**src/rtl/trs_timing_gen.sv**
```systemverilog
module trs_timing_gen #(
  parameter int LINE_MAX = 2400,
  parameter int HYST     = 7,
  parameter int CVB_LAST = 9
) (
  input  logic       clk,
  input  logic       rst_n,
  input  logic [9:0] din,
  input  logic       comp_mode,
  input  logic       mark_trs,
  output logic [9:0] dout,
  output logic       hsync,
  output logic       vblank,
  output logic [2:0] field,
  output logic       anc,
  output logic       notrs
);
  localparam int DEPTH = 4;
  localparam int TW    = $clog2(LINE_MAX + 1);
  localparam int HW    = $clog2(HYST + 1);

  logic [9:0]    pipe [DEPTH];
  logic          h_lvl, start_q, vb_q;
  logic [2:0]    fld_q, mark_cnt, pend;
  logic [8:0]    len_r, anc_cnt;
  logic [TW-1:0] timer;
  logic [HW-1:0] miss_cnt, good_cnt;
  logic          notrs_q;

  function automatic logic hi_word(input logic [9:0] w);
    return w[9:2] == 8'hFF;
  endfunction
  function automatic logic lo_word(input logic [9:0] w);
    return w[9:2] == 8'h00;
  endfunction

  wire prefix   = hi_word(pipe[2]) & lo_word(pipe[1]) & lo_word(pipe[0]);
  wire comp_hit = comp_mode & prefix;
  wire cps_hit  = ~comp_mode & prefix & lo_word(din);
  wire trs_hit  = comp_hit | cps_hit;
  wire hdr_hit  = comp_mode & lo_word(pipe[2]) & hi_word(pipe[1]) & hi_word(pipe[0]);
  wire win_end  = timer == TW'(LINE_MAX - 1);
  wire miss     = win_end & ~trs_hit;
  wire [4:0] line_code = din[7:3];

  always_ff @(posedge clk or negedge rst_n) begin
    if (!rst_n) begin
      for (int i = 0; i < DEPTH; i++) pipe[i] <= '0;
    end else begin
      pipe[0] <= din;
      for (int i = 1; i < DEPTH; i++) pipe[i] <= pipe[i-1];
    end
  end

  always_ff @(posedge clk or negedge rst_n) begin
    if (!rst_n) begin
      h_lvl    <= 1'b0;
      start_q  <= 1'b0;
      vb_q     <= 1'b0;
      fld_q    <= '0;
      mark_cnt <= '0;
    end else begin
      start_q <= cps_hit;
      if (!comp_mode) h_lvl <= 1'b0;
      else if (comp_hit) h_lvl <= din[4];
      if (comp_hit) begin
        vb_q  <= din[5];
        fld_q <= {2'b00, din[6]};
      end else if (start_q && !comp_mode) begin
        vb_q  <= (line_code != 5'd0) && (int'(line_code) <= CVB_LAST);
        fld_q <= din[2:0];
      end
      if (trs_hit) mark_cnt <= comp_mode ? 3'd4 : 3'd5;
      else if (mark_cnt != 3'd0) mark_cnt <= mark_cnt - 3'd1;
    end
  end

  always_ff @(posedge clk or negedge rst_n) begin
    if (!rst_n) begin
      pend    <= '0;
      len_r   <= '0;
      anc_cnt <= '0;
    end else begin
      pend <= {pend[1:0], hdr_hit};
      if (pend[1]) len_r <= {1'b0, din[7:0]} + 9'd4;
      if (pend[2]) anc_cnt <= len_r;
      else if (anc_cnt != 9'd0) anc_cnt <= anc_cnt - 9'd1;
    end
  end

  always_ff @(posedge clk or negedge rst_n) begin
    if (!rst_n) begin
      timer    <= '0;
      miss_cnt <= '0;
      good_cnt <= '0;
      notrs_q  <= 1'b0;
    end else begin
      timer <= (trs_hit || win_end) ? '0 : timer + 1'b1;
      if (trs_hit) begin
        miss_cnt <= '0;
        if (good_cnt != HW'(HYST)) good_cnt <= good_cnt + 1'b1;
      end else if (miss) begin
        good_cnt <= '0;
        if (miss_cnt != HW'(HYST)) miss_cnt <= miss_cnt + 1'b1;
      end
      if (!notrs_q && miss && miss_cnt == HW'(HYST - 1)) notrs_q <= 1'b1;
      if (notrs_q && trs_hit && good_cnt == HW'(HYST - 1)) notrs_q <= 1'b0;
    end
  end

  assign dout   = pipe[DEPTH-1];
  assign hsync  = comp_mode ? h_lvl : start_q;
  assign vblank = vb_q;
  assign field  = fld_q;
  assign anc    = (anc_cnt != 9'd0) | (mark_trs & (mark_cnt != 3'd0));
  assign notrs  = notrs_q;

  logic [2:0] age;
  always_ff @(posedge clk or negedge rst_n) begin
    if (!rst_n) age <= '0;
    else if (age != 3'd4) age <= age + 3'd1;
  end

  AST_FOUR_CYCLE_DELAY: assert property (@(posedge clk) disable iff (!rst_n)
    (age == 3'd4) |-> dout == $past(din, 4));
  AST_HSYNC_RISE_ON_TRS: assert property (@(posedge clk) disable iff (!rst_n)
    (comp_mode && $past(comp_mode) && $rose(hsync)) |-> dout[9:2] == 8'hFF);
  AST_CPS_PULSE_WIDTH: assert property (@(posedge clk) disable iff (!rst_n)
    (!comp_mode && hsync) |=> !hsync);
  AST_CPS_PULSE_WORD: assert property (@(posedge clk) disable iff (!rst_n)
    (!comp_mode && hsync) |-> dout[9:2] == 8'hFF);
  AST_NOTRS_SET_CAUSE: assert property (@(posedge clk) disable iff (!rst_n)
    $rose(notrs) |-> $past(miss));
  AST_NOTRS_CLR_CAUSE: assert property (@(posedge clk) disable iff (!rst_n)
    $fell(notrs) |-> $past(trs_hit));
endmodule

```
**config.mk**
```make
export PLATFORM = sky130hd
export DESIGN_NAME = trs_timing_gen
export DESIGN_NICKNAME = d
export VERILOG_FILES = /design/src/rtl/trs_timing_gen.sv
export SDC_FILE = /design/constraint.sdc
export NUM_CORES = 1
export LEC_CHECK = 0
export ABC_AREA = 1
export BUFFER_PORTS_ARGS = -buffer_cell sky130_fd_sc_hd__clkbuf_2
export CORE_MARGIN = 4
export CORE_UTILIZATION = 50
export DETAILED_ROUTE_END_ITERATION = 12
export PLACE_DENSITY = 0.77
export SYNTH_ARGS = -nofsm -noshare
export SYNTH_HDL_FRONTEND = slang
export SYNTH_SLANG_ARGS = --single-unit
```
**constraint.sdc**
```tcl
create_clock -name clk -period 4.5 [get_ports clk]
set_input_delay 0.675 -clock clk [delete_from_list [all_inputs] [get_ports clk]]
set_output_delay 0.675 -clock clk [all_outputs]
set_load 0.005 [all_outputs]
```
==> metrics.csv <==
stage;metric;value;unit
placed_design;routabilityCongestion;0.929;
sta;fin_tns_setup;0;ps
worst_hold_path;hold_depth;0;
grt;grt_util_all_layers;16.2;%
detailed_routing;drt_iter0_drc;112;
setup_path;r2r-start;anc_cnt[0]$_DFFE_PN0P_;
cts;cts_sinks;89;
detailed_routing;wl;6.30;mm
floorplan;die_h;93.9;µm
sta;final-setup-viol-count;0;
sta;fmax;388;MHz
setup_path;required;3830;ps
cts;tritoncts;done;
synthesis;async_flop_share;100;%
synthesis;synth.top_cell.area_share;60.4;%
sta;min_period_over_period;57.3;%
power;pwr_density_cell;419;mW/mm²
cts;post_cts_buffers;0;
detailed_routing;drtAntennaViolNets;0;
detailed_routing;avgViaCountPerCell;4.94;
synthesis;yosysSeqAreaShare;60.4;%
setup_path;rr_endpoint;anc_cnt[0]$_DFFE_PN0P_;
setup_path;cpMaxStageDelayCell;dfrtp_1;
setup_path;worst_setup_path_start_kind;flop;
worst_hold_path;whs_endpoint;pipe[21]$_DFF_PN0_;
synthesis;netlist_top_cells_area;dfrtp_1 (60%), nand2_1 (8.6%), nor2_1 (5.0%), inv_1 (4.3%), ha_1 (4.1%);
setup_path;cp-end-kind;output pin;
grt;antenna_found_initial;0;
synthesis;ys.flop_type;dfrtp_1;
sta;rsz0062_at_grt;no;
synthesis;syn-num-nets;404;
setup_path;crit_path_cell_trace;inv_1 > ha_1 > inv_1 > nor2_2 > nand2_1 > nor2_1 > nand2_1 > nor2_2 > nand2_2 > inv_2 > nand2_1 > clkbuf_2;
cts;root_buffer;clkbuf_8;
layout;diodes;0;
worst_hold_path;min_path_type;reg2reg;
placed_design;port_buffers;30;
sta;worstMarginPinSlew;769;ps
synthesis;syn_area;0.00369;mm²
setup_path;cp_slowest_stage_delay;400;ps
setup_path;timing.critical_path.mode_cell;nand2_1;
power;worst_ir_drop_vdd;0.000215;V
detailed_routing;wire_per_inst;12.3;µm
detailed_routing;drc;0;
floorplan;design.core.area;0.00721;mm²
setup_path;cpLargestDelayFamily;simple AND/OR/NAND/NOR gates;
detailed_routing;vias;2525;
grt;grt_overflow;0;
placed_design;dpl.hpwl;4.61;mm
setup_path;critPathBufInv;4;
setup_path;crit_type;reg2out;
cts;htreeDepth;3;
setup_path;cp_data_arrival_time;1900;ps
sta;fin_skew;7.83;ps
cts;clk_pin_slew_worst_paths;90;ps
worst_hold_path;hp-start;pipe[31]$_DFF_PN0_;
setup_path;r2r_slack;2750;ps
synthesis;yosysMostFrequentCell;dfrtp_1;
sta;min_period;2580;ps
floorplan;core.rowCount;31;
grt;grt_pass1_vias;2615;
floorplan;dieArea;0.00881;mm²
synthesis;syn_avg_cell_area;9.75;µm²
floorplan;start_util;51.1;%
synthesis;netlist_top_cells_count;dfrtp_1 (89), nand2_1 (84), nor2_1 (49);
floorplan;ios;31;
layout;fin_nets;433;
cts;clock_latency;360;ps
power;p_leak;2.02;nW
cts;post_cts_resized;0;
sta;hold_viol;0;
layout;area_delta_synth_final;10.6;%
detailed_routing;drtPass1Iterations;4;
setup_path;ff2ff_path_depth;13;
setup_path;critical_path.max_fanout;4;
synthesis;ys_seq_elements;89;
synthesis;ys_warn_count;0;
synthesis;yosysTopAreaCell;dfrtp_1;
cts;clock_path_buffers;2;
synthesis;synth_cells;378;
sta;slew_headroom;48.7;%
sta;holdWs;354;ps
job;drv_cap;0;
layout;drive_above_1_share;14.3;%
setup_path;cp-startpoint;anc_cnt[0]$_DFFE_PN0P_;
floorplan;dieWidth;93.9;µm
outcome;status;finished clean;
cts;postCtsHoldBufs;0;
grt;grt_max_degree;64;
cts;cts_made_buffers;9;
synthesis;synth_edf_count;0;
grt;grt_pass1_wl;11.2;mm
sta;slew_viol_final;0;
synthesis;ys_types;33;
-- logic make-up (layout without fill, tap and decap cells) --
| group | Yosys count | after routing | share of synthesized area (%) |
|---|---|---|---|
| adder cells (fa/ha/maj) | 12 | 12 | 4.07 |
| AO/OA/AOI/OAI | 35 | 35 | 5.50 |
| AND/OR/NAND/NOR | 178 | 178 | 21.2 |
| buffers and inverters | 56 | 90 | 6.92 |
| flip-flops | 89 | 89 | 60.4 |
| XOR/XNOR | 8 | 8 | 1.90 |
-- flip-flops by register name (all words and copies together) (netlist names) --
register	count
mark_cnt	3
notrs	1
good_cnt	3
h_lvl	1
pipe	30
timer	12
dout	10
miss_cnt	3
field	3
vblank	1
len_r	9
pend	3
anc_cnt	9
start_q	1
-- layout by cell type (no fill, tap or decap), drive strengths merged --
cell type / n
a21oi: 5
o21bai: 1
xor2: 8
clkinvlp: 1
o31ai: 3
o21ai: 19
o22ai: 3
inv: 46
nand4: 8
nor3: 6
a31oi: 1
nand2: 86
o211ai: 1
nor4: 2
dfrtp: 89
bufinv: 1
clkbuf: 39
ha: 12
buf: 2
nand3: 20
clkinv: 1
nor3b: 2
nor2: 53
o21a: 1
nand2b: 1
o2111ai: 1
-- power breakdown --
part           total [mW]  leakage [nW]  internal (mW)  switching, mW
Clock               0.550        0.0979          0.264          0.286
Sequential          0.914          1.06          0.870         0.0440
Combinational       0.245         0.870         0.0958          0.149
Total                1.71          2.02           1.23          0.479
-- area by class of cell --
type,instances,area [µm²]
flip-flops and latches,89,2230
repair buffers,31,160
clock buffers,10,128
fillers,650,3140
multi-input cells,233,1200
inverters,43,161
clock inverters,6,72.6
well taps,99,124
-- stage by stage --
stage,setup WS [ps],instances,utilization [%],cell area (µm²),power [mW]
after floorplan,2540,378,-,3690,1.10
after global routing,1700,511,56.5,4080,1.81
after global placement,2390,495,53.7,3880,1.16
final,1920,511,56.5,4080,1.71
after detailed placement,2290,495,53.7,3880,1.18
after CTS,1890,511,56.5,4080,1.73
-- worst max path at each step --
stage	endpoint	slack, ps	cells after the start
6_report	anc	1920	12
5_1_grt	anc	1700	12
4_1_cts	anc	1890	12
3_5_place_dp	anc	2290	12
3_3_place_gp	anc	2390	12
2_1_floorplan	anc	2540	11
-- metal layers --
| layer | vias to the layer above | global-route usage, % | wire (µm) | share of wire (%) |
|---|---|---|---|---|
| met1 | 1202 | 20.4 | 2900 | 46 |
| met3 | 15 | 3.61 | 274 | 4.3 |
| met2 | 54 | 26.3 | 2990 | 47 |
| met4 | 0 | 8.30 | 138 | 2.2 |
| li1 | 1254 | - | - | - |
| met5 | - | 0 | 0 | 0 |
Power figures use the tool's default switching activity.
